`config.mk`:
```
export PLATFORM = sky130hd
export DESIGN_NAME = fifo_uart_tx
export DESIGN_NICKNAME = d
export VERILOG_FILES = /design/src/rtl/ftx_pkg.sv /design/src/rtl/ftx_fifo.sv /design/src/rtl/ftx_framer.sv /design/src/rtl/fifo_uart_tx.sv
export SDC_FILE = /design/constraint.sdc
export NUM_CORES = 1
export LEC_CHECK = 0
export ABC_AREA = 1
export BUFFER_PORTS_ARGS = -buffer_cell sky130_fd_sc_hd__buf_4
export CORE_MARGIN = 4
export CORE_UTILIZATION = 40
export DETAILED_ROUTE_END_ITERATION = 8
export PLACE_DENSITY_LB_ADDON = 0.12
export SYNTH_ARGS = -nofsm -noshare
export SYNTH_HDL_FRONTEND = slang
export SYNTH_SLANG_ARGS = --single-unit
```
`constraint.sdc`:
```
create_clock -name clk -period 3.5 [get_ports clk]
set_clock_uncertainty 0.15 [all_clocks]
set_input_delay 0.35 -clock clk [delete_from_list [all_inputs] [get_ports clk]]
set_output_delay 0.35 -clock clk [all_outputs]
set_load 0.05 [all_outputs]
```
`src/rtl/ftx_pkg.sv`:
```
package ftx_pkg;

    typedef enum logic [2:0] {
        S_IDLE,
        S_START,
        S_DATA,
        S_PARITY,
        S_STOP
    } ftx_state_e;

    typedef struct packed {
        logic eight;
        logic par_en;
        logic par_odd;
        logic two_stop;
    } ftx_fmt_t;

    function automatic logic ftx_parity(input logic [7:0] d, input ftx_fmt_t f);
        logic [7:0] m;
        m = f.eight ? d : {1'b0, d[6:0]};
        return (^m) ^ f.par_odd;
    endfunction

endpackage

```
`src/rtl/ftx_fifo.sv`:
```
module ftx_fifo #(
    parameter int WIDTH = 8,
    parameter int DEPTH = 16,
    localparam int AW = $clog2(DEPTH),
    localparam int CW = $clog2(DEPTH + 1)
) (
    input  logic             clk,
    input  logic             rst_n,
    input  logic             push,
    input  logic [WIDTH-1:0] push_data,
    input  logic             pop,
    output logic [WIDTH-1:0] head,
    output logic             empty,
    output logic [CW-1:0]    count,
    output logic             ovf
);
    logic [WIDTH-1:0] mem [DEPTH];
    logic [AW-1:0]    wr_ptr, rd_ptr;
    logic [CW-1:0]    count_q;
    logic             ovf_q;
    logic             full, push_ok, pop_ok;

    assign full    = (count_q == CW'(DEPTH));
    assign empty   = (count_q == '0);
    assign push_ok = push && !full;
    assign pop_ok  = pop && !empty;
    assign head    = mem[rd_ptr];
    assign count   = count_q;
    assign ovf     = ovf_q;

    function automatic logic [AW-1:0] nxt(input logic [AW-1:0] p);
        return (p == AW'(DEPTH - 1)) ? '0 : p + AW'(1);
    endfunction

    always_ff @(posedge clk) begin
        if (push_ok) mem[wr_ptr] <= push_data;
    end

    always_ff @(posedge clk or negedge rst_n) begin
        if (!rst_n) begin
            wr_ptr  <= '0;
            rd_ptr  <= '0;
            count_q <= '0;
            ovf_q   <= 1'b0;
        end else begin
            if (push_ok) wr_ptr <= nxt(wr_ptr);
            if (pop_ok)  rd_ptr <= nxt(rd_ptr);
            unique case ({push_ok, pop_ok})
                2'b10:   count_q <= count_q + CW'(1);
                2'b01:   count_q <= count_q - CW'(1);
                default: count_q <= count_q;
            endcase
            if (push && full) ovf_q <= 1'b1;
        end
    end

    a_r7_count_bound: assert property (@(posedge clk) disable iff (!rst_n)
        count_q <= CW'(DEPTH));
    a_r8_overflow_sticky: assert property (@(posedge clk) disable iff (!rst_n)
        ovf_q |=> ovf_q);
    a_r8_full_no_growth: assert property (@(posedge clk) disable iff (!rst_n)
        (full && push && !pop) |=> (count_q == CW'(DEPTH)));

endmodule

```
`src/rtl/ftx_framer.sv`:
```
module ftx_framer
    import ftx_pkg::*;
(
    input  logic       clk,
    input  logic       rst_n,
    input  logic       baud_tick,
    input  logic       cts_n,
    input  ftx_fmt_t   fmt,
    input  logic       src_empty,
    input  logic [7:0] src_data,
    output logic       pop,
    output logic       txd
);
    ftx_state_e state_q, state_d;
    logic [7:0] shift_q, shift_d;
    logic [2:0] bit_q, bit_d;
    logic       stop_q, stop_d;
    logic       par_q, par_d;
    ftx_fmt_t   fmt_q, fmt_d;
    logic       launch, load;
    logic [2:0] last_bit;

    assign launch   = baud_tick && !src_empty && !cts_n;
    assign last_bit = fmt_q.eight ? 3'd7 : 3'd6;

    always_comb begin
        state_d = state_q;
        shift_d = shift_q;
        bit_d   = bit_q;
        stop_d  = stop_q;
        par_d   = par_q;
        fmt_d   = fmt_q;
        load    = 1'b0;
        unique case (state_q)
            S_IDLE: begin
                if (launch) load = 1'b1;
            end
            S_START: begin
                if (baud_tick) begin
                    state_d = S_DATA;
                    bit_d   = 3'd0;
                end
            end
            S_DATA: begin
                if (baud_tick) begin
                    shift_d = {1'b0, shift_q[7:1]};
                    if (bit_q == last_bit) begin
                        state_d = fmt_q.par_en ? S_PARITY : S_STOP;
                        stop_d  = 1'b0;
                    end else begin
                        bit_d = bit_q + 3'd1;
                    end
                end
            end
            S_PARITY: begin
                if (baud_tick) begin
                    state_d = S_STOP;
                    stop_d  = 1'b0;
                end
            end
            S_STOP: begin
                if (baud_tick) begin
                    if (stop_q == fmt_q.two_stop) begin
                        if (launch) load = 1'b1;
                        else        state_d = S_IDLE;
                    end else begin
                        stop_d = 1'b1;
                    end
                end
            end
            default: state_d = S_IDLE;
        endcase
        if (load) begin
            state_d = S_START;
            shift_d = src_data;
            fmt_d   = fmt;
            par_d   = ftx_parity(src_data, fmt);
        end
    end

    always_ff @(posedge clk or negedge rst_n) begin
        if (!rst_n) begin
            state_q <= S_IDLE;
            shift_q <= '0;
            bit_q   <= '0;
            stop_q  <= 1'b0;
            par_q   <= 1'b0;
            fmt_q   <= '0;
        end else begin
            state_q <= state_d;
            shift_q <= shift_d;
            bit_q   <= bit_d;
            stop_q  <= stop_d;
            par_q   <= par_d;
            fmt_q   <= fmt_d;
        end
    end

    always_comb begin
        pop = load;
        unique case (state_q)
            S_START:  txd = 1'b0;
            S_DATA:   txd = shift_q[0];
            S_PARITY: txd = par_q;
            default:  txd = 1'b1;
        endcase
    end

    a_r1_idle_high: assert property (@(posedge clk) disable iff (!rst_n)
        (state_q == S_IDLE) |-> txd);
    a_r2_bit_hold: assert property (@(posedge clk) disable iff (!rst_n)
        !baud_tick |=> $stable(txd));
    a_r6_cts_launch: assert property (@(posedge clk) disable iff (!rst_n)
        (state_q == S_START && $past(state_q) != S_START) |-> $past(!cts_n));
    a_r5_stop_high: assert property (@(posedge clk) disable iff (!rst_n)
        (state_q == S_STOP) |-> txd);

endmodule

```
`src/rtl/fifo_uart_tx.sv`:
```
module fifo_uart_tx #(
    parameter int DEPTH = 16,
    localparam int CW = $clog2(DEPTH + 1)
) (
    input  logic          clk,
    input  logic          rst_n,
    input  logic          wr_en,
    input  logic [7:0]    wr_data,
    input  logic          baud_tick,
    input  logic          cts_n,
    input  logic          fmt_eight,
    input  logic          fmt_par_en,
    input  logic          fmt_par_odd,
    input  logic          fmt_two_stop,
    output logic          txd,
    output logic [CW-1:0] fill_count,
    output logic          drain_req,
    output logic          overflow
);
    import ftx_pkg::*;

    ftx_fmt_t   fmt;
    logic       pop, empty;
    logic [7:0] head;

    assign fmt       = '{eight: fmt_eight, par_en: fmt_par_en,
                         par_odd: fmt_par_odd, two_stop: fmt_two_stop};
    assign drain_req = empty;

    ftx_fifo #(.WIDTH(8), .DEPTH(DEPTH)) u_fifo (
        .clk       (clk),
        .rst_n     (rst_n),
        .push      (wr_en),
        .push_data (wr_data),
        .pop       (pop),
        .head      (head),
        .empty     (empty),
        .count     (fill_count),
        .ovf       (overflow)
    );

    ftx_framer u_framer (
        .clk       (clk),
        .rst_n     (rst_n),
        .baud_tick (baud_tick),
        .cts_n     (cts_n),
        .fmt       (fmt),
        .src_empty (empty),
        .src_data  (head),
        .pop       (pop),
        .txd       (txd)
    );

    a_r7_drain_matches_count: assert property (@(posedge clk) disable iff (!rst_n)
        drain_req == (fill_count == '0));

endmodule

```
Word level (Yosys, flattened, before mapping)
Memory sizes are Yosys's and may differ from the RTL's.
Cells that the tools add are included.

cells by class
  reduce and logical (&&, ||, !) cells = 20
  equality and inequality tests = 26
  multiplexer cells = 35
  add/subtract/negate cells = 5
  bitwise gates (word level) = 1

operator list
  kind                   number
  $mux W3                12
  $mux W8                4
  $ne A3 B3 Y1 const B   5
  $pmux W3 S5            1
  $ne A2 B2 Y1 const B   7
  $mux W1                11
  $pmux W5 S2            1
  $add A4 B1 Y4 const B  2
  $eq A4 B4 Y1 const B   2
  $mux W4                2
  $reduce_and A8 Y1      1
  $reduce_bool A2 Y1     4
  $reduce_xor A8 Y1      1
  $eq A3 B2 Y1 const B   2
  $ne A3 B2 Y1 const B   2
  $pmux W1 S3            2
  $pmux W3 S2            1
  $reduce_and A6 Y1      1
  $add A5 B1 Y5 const B  1
  $eq A5 B5 Y1 const B   1
  $logic_and A1 B1 Y1    5
  $logic_not A5 Y1       1
  $sub A5 B1 Y5 const B  1
  $reduce_and A4 Y1      1
  other kinds (14)       16

storage, ports and cells
  logic and storage cells = 100
  bits in writable memories = 128
  memories = 1
  input port bits = 17
  flip-flop bits (word level) = 33

memory list
  name        words  bits a word  rd ports  clocked after memory_dff  wr ports  line            source
  u_fifo.mem  16     8            1         0                         1         ftx_fifo.sv:17  logic [WIDTH-1:0] mem [DEPTH];

Logic depth before layout (Yosys ltp)
  depth in word-level cells = 11
  depth in mapped cells = 19
  mapped depth without buffers = 17

Cells and area by module
From an unflattened synthesis, not the netlist that was laid out.

unflattened totals
  cell total of the unflattened synthesis = 836
  area, all modules = 7657.3 µm²

modules (own cells, without submodules)
  module      instances  cells an instance  area an instance (µm²)  sequential area each (µm²)
  ftx_fifo    1          673                6488.7                  4194.0
  ftx_framer  1          163                1168.6                  475.5

Worst setup path before layout
No wires, ideal clock.

  path type = flip-flop to flip-flop
  from = reg u_fifo.count_q[0] (netlist: u_fifo.count[0])
  to = reg u_fifo.count_q[4] (netlist: u_fifo.count[4])
  cell stages (with the launch flop) = 14
  buffers on the path = 1
  setup time = 131 ps
  data arrival time = 2846 ps
  data required time = 3219 ps
  path slack = 373 ps
  path through = dfrtp_1 > nor4_2 > nand2_1 > nand3_1 > inv_2 > buf_2 > ha_1 > xor2_1 > ha_1 > o21ai_0 > o21ai_0 > a21oi_1 > o21ai_0 > xor2_1

on the way
  longest elaborated chain between the ends = 11
  elaborated cells on any way between the ends = 18

ends and longest elaborated chain
  element                                            line                                source
  start: declaration                                 ftx_fifo.sv:19                      logic [CW-1:0] count_q;
  start signal: assignment                           ftx_fifo.sv:49                      2'b10: count_q <= count_q + CW'(1);
  start signal: assignment                           ftx_fifo.sv:50                      2'b01: count_q <= count_q - CW'(1);
  start signal: assignment                           ftx_fifo.sv:51                      default: count_q <= count_q;
  $logic_not A5 Y1 *                                 ftx_fifo.sv:24                      assign empty = (count_q == '0);
  $logic_not A1 Y1 *                                 ftx_fifo.sv:26, ftx_framer.sv:23
  $logic_and A1 B1 Y1 (2 in series)                  ftx_framer.sv:23                    assign launch = baud_tick && !src_empty && !cts_n;
  $mux W1                                            ftx_framer.sv:36, ftx_framer.sv:64
  $mux W1                                            ftx_framer.sv:63                    if (stop_q == fmt_q.two_stop) begin
  $mux W1                                            ftx_framer.sv:62                    if (baud_tick) begin
  $pmux W1 S2                                        ftx_framer.sv:34                    unique case (state_q)
  $logic_and A1 B1 Y1 *                              ftx_fifo.sv:26                      assign pop_ok = pop && !empty;
  net u_fifo.pop_ok                                  ftx_fifo.sv:21                      logic full, push_ok, pop_ok;
  $eq A2 B1 Y1 or $eq A2 B2 Y1 (tied branches)       ftx_fifo.sv:48                      unique case ({push_ok, pop_ok})
  $pmux W5 S2 or $reduce_bool A2 Y1 (tied branches)  --

Mark *: on every way through the listed nets, which the timed path passes. The rest lies on a longest branch.
A chain may end at the register's enable or synchronous reset.

Final worst setup path
  from = reg u_fifo.count_q[0] (netlist: u_fifo.count[0])
  to = reg u_fifo.count_q[4] (netlist: u_fifo.count[4])

on the way
  longest elaborated chain between the ends = 11
  elaborated cells on any way between the ends = 18

ends and longest elaborated chain
  element                                            line
  $logic_not A5 Y1                                   ftx_fifo.sv:24
  $logic_not A1 Y1                                   ftx_fifo.sv:26, ftx_framer.sv:23
  $logic_and A1 B1 Y1 (2 in series)                  ftx_framer.sv:23
  $mux W1                                            ftx_framer.sv:36, ftx_framer.sv:64
  $mux W1                                            ftx_framer.sv:63
  $mux W1                                            ftx_framer.sv:62
  $pmux W1 S2                                        ftx_framer.sv:34
  $logic_and A1 B1 Y1                                ftx_fifo.sv:26
  $eq A2 B1 Y1 or $eq A2 B2 Y1 (tied branches)       ftx_fifo.sv:48
  $pmux W5 S2 or $reduce_bool A2 Y1 (tied branches)  --

Parallel ways exist; a longest one is shown, timed or not.

==> metrics.md <==
| Metric | Value |
|---|---|
| Status | `complete, no violations` |
| WL/cell | `16.3 um` |
| Synth Area per Inst | `9.76 um2` |
| Final number of setup-violating endpoints | `0` |
| Largest net degree at the start of global routing | `61` |
| FF-to-FF Start | `u_fifo.count[0]` |
| Drt initial violations | `371` |
| Compound-Gate Fraction of Synth Area | `5.32%` |
| Most instantiated cells after synthesis | `203 x nand2_1, 128 x edfxtp_1, 98 x inv_1, 96 x nor2_1, 69 x nand3_1` |
| HP Class | `input pin to flop` |
| Cell area after synthesis | `7430 um2` |
| Clk_lat worst skew | `430 ps` |
| Crit end category | `flop` |
| FF-to-FF End | `u_fifo.count[4]` |
| Share of cells above drive strength 1 | `8.89%` |
| Syn_nets | `787` |
| TritonRoute pass-1 iters | `8` |
| Unrepaired setup endpoints after global routing | `no` |
| Tot GR Track Use | `17.3%` |
| Core area | `18100 um2` |
| Synthesized flop and latch total | `161` |
| Hold_buf cts | `3` |
| DR vias/cell | `4.94` |
| Main area contributors after synthesis | `edfxtp_1 52%, dfrtp_1 11%, nand2_1 10%` |
| Yosys warns | `0` |
| Dpl hpwl | `10700 um` |
| Vias in the first global route | `5033` |
| Leakage power total | `3.53 nW` |
| Area Growth Syn to Fin | `12.2%` |
| Inserted Diodes | `0` |
| CP Class | `flop to flop` |
| End of the worst hold path | `u_framer.fmt_q[3]` |
| Final wirelength | `16700 um` |
| Final min period | `2870 ps` |
| Peak supply drop | `0.425 mV` |
| GP Congestion | `0.841` |
| Post-cts resize count | `0` |
| Post-synth ARST share | `20.5%` |
| CP Max Fanout | `6` |
| Arr. time, crit path | `3020 ps` |
| Clock Root Buffer | `clkbuf_16` |
| Fmax | `349 MHz` |
| Simple-gate portion of the synthesized area | `20.6%` |
| Largest family of logic cells by synthesized area | `simple AND/OR/NAND/NOR gates` |
| Rows | `49` |
| Worst Path Required | `3660 ps` |
| CP startpoint kind | `flop` |
| Final WS setup | `634 ps` |
| Flop2flop setup slack | `630 ps` |
| Clk slew on worst S/H paths | `70 ps` |
| CTS Buf Count | `17` |
| Post-synth EDFFs | `128` |
| Clock buffer depth | `2` |
| Mux cell area share after synthesis | `0.152%` |
| Die X | `144 um` |
| Worst Max-Slew Pin Slew | `928 ps` |
| Final antenna-violating net count | `0` |
| Initial antenna violation count | `0` |
| Max-cap violations | `0` |
| Die height | `144 um` |
| Synth cell types | `38` |
| Top-Level Pins | `25` |
| I/O Buffers | `24` |
| Sum of negative setup slack | `0 ps` |
| Clock Sinks | `161` |
| CTS tree | `done` |
| Gate Count Post-Synth | `761` |
| Reg2Reg Depth | `12` |
| DIE AREA | `20800 um2` |
| Fillers | `1700` |
| Pre-CTS WS | `644 ps` |
| Slew HR | `37.9%` |
| Layout Nets | `812` |
| GRT overflow | `0` |
| Post-synth top flop | `edfxtp_1` |
| Max Slew Vio Count | `0` |
| Final Hold Vio Count | `0` |
| Routed vias | `5079` |
| H-Tree Depth | `4` |
| Post-synthesis xor/xnor area fraction | `1.30%` |
| WHS Path Cells | `3` |
| Pwr dens | `858 nW/um2` |
| Post-synthesis sequential area ratio | `62.9%` |
| Residual DRC count | `0` |
| Count leader, synth | `nand2_1` |
| Post-Synth Adder-Cell Area | `1.52%` |
| Hold wc startpoint | `fmt_eight` |
| Postcts setup bufs | `0` |
| Final worst path period share | `81.9%` |
| First-pass GRT wire length | `26900 um` |
| Leading area contributor after synthesis | `edfxtp_1` |
| Initial core utilization | `41.1%` |
| Top cell type's share of synthesized area | `51.7%` |
==> where the power goes <==
group	leakage, nW	internal (mW)	switching (mW)
Clock	0.262	1.03	0.787
Sequential	1.56	2.38	0.225
Combinational	1.71	0.840	1.89
Total	3.53	4.25	2.90
==> through the flow <==
step	util [%]	instance area, um2	power [mW]	hold WS [ps]	instances
2_1_floorplan	-	7430	4.75	-95.6	761
3_3_place_gp	42.7	7720	5.33	175	993
3_5_place_dp	42.7	7720	5.39	176	993
4_1_cts	46.1	8330	7.21	0.546	1028
5_1_grt	46.1	8330	7.70	18.9	1028
6_report	46.1	8330	7.15	9.27	1028
==> per-layer routing <==
layer	track usage, %	vias to the layer above	routed length [um]
met1	23.1	2461	7640
li1	-	2531	-
met4	5.20	0	233
met2	28.4	67	8340
met3	3.87	20	504
met5	0	-	0
==> logic make-up after synthesis <==
kind of cell | after synthesis
xor+xnor | 11
simple gates | 378
compound gates | 73
flops | 161
mux | 1
fa+ha+maj | 9
buf+inv | 128
==> final cells by class <==
type	count	area (um2)	area share (%)
clock buffer	19	453	5.43
multi-input combinational	472	2150	25.8
timing repair buffer	31	253	3.03
tap	229	287	3.44
inverter	103	394	4.73
sequential	161	4670	56.0
clock inverter	13	129	1.55
==> layout by cell type, fill, tap and decap left out, drive strengths merged, types with 7 or more instances in the layout <==
cell type,Yosys,routed
inv,101,104
clkbuf,2,19
buf,23,28
nor2,97,97
nand2,205,205
edfxtp,128,128
o21ai,53,53
dfrtp,33,33
xor2,7,7
nand3,69,69
ha,9,9
a21oi,8,8
clkinvlp,0,7
==> how the worst max path moves through the flow <==
stage          slack (ps)  cells after the start              end             from
2_1_floorplan         370                     13  u_fifo.count[4]  u_fifo.count[0]
3_3_place_gp          740                     12  u_fifo.count[4]  u_fifo.count[0]
3_5_place_dp          640                     12  u_fifo.count[4]  u_fifo.count[0]
4_1_cts               620                     12  u_fifo.count[4]  u_fifo.count[0]
5_1_grt               290                     12  u_fifo.count[4]  u_fifo.count[0]
6_report              630                     12  u_fifo.count[4]  u_fifo.count[0]
==> state kept, by name, summed over array words and instances (netlist names) <==
register,count
u_framer.bit_q,3
u_framer.stop_q,1
u_fifo.count,5
u_framer.fmt_q,3
u_framer.par_q,1
u_framer.shift_q,8
u_fifo.rd_ptr,4
u_fifo.wr_ptr,4
u_fifo.mem,128
u_framer.state_q,3
u_fifo.ovf,1
==> worst max-delay path, stage by stage, from the launching register on <==
cell and delay, ps:
dfrtp_1 440, nor4_2 400, nand2_1 140, nand3_1 130, inv_2 50, ha_1 270, xor2_1 190, ha_1 210
o21ai_0 230, o21ai_0 130, a21oi_1 130, o21ai_0 110, xor2_1 150
Power figures use the tool's default switching activity.
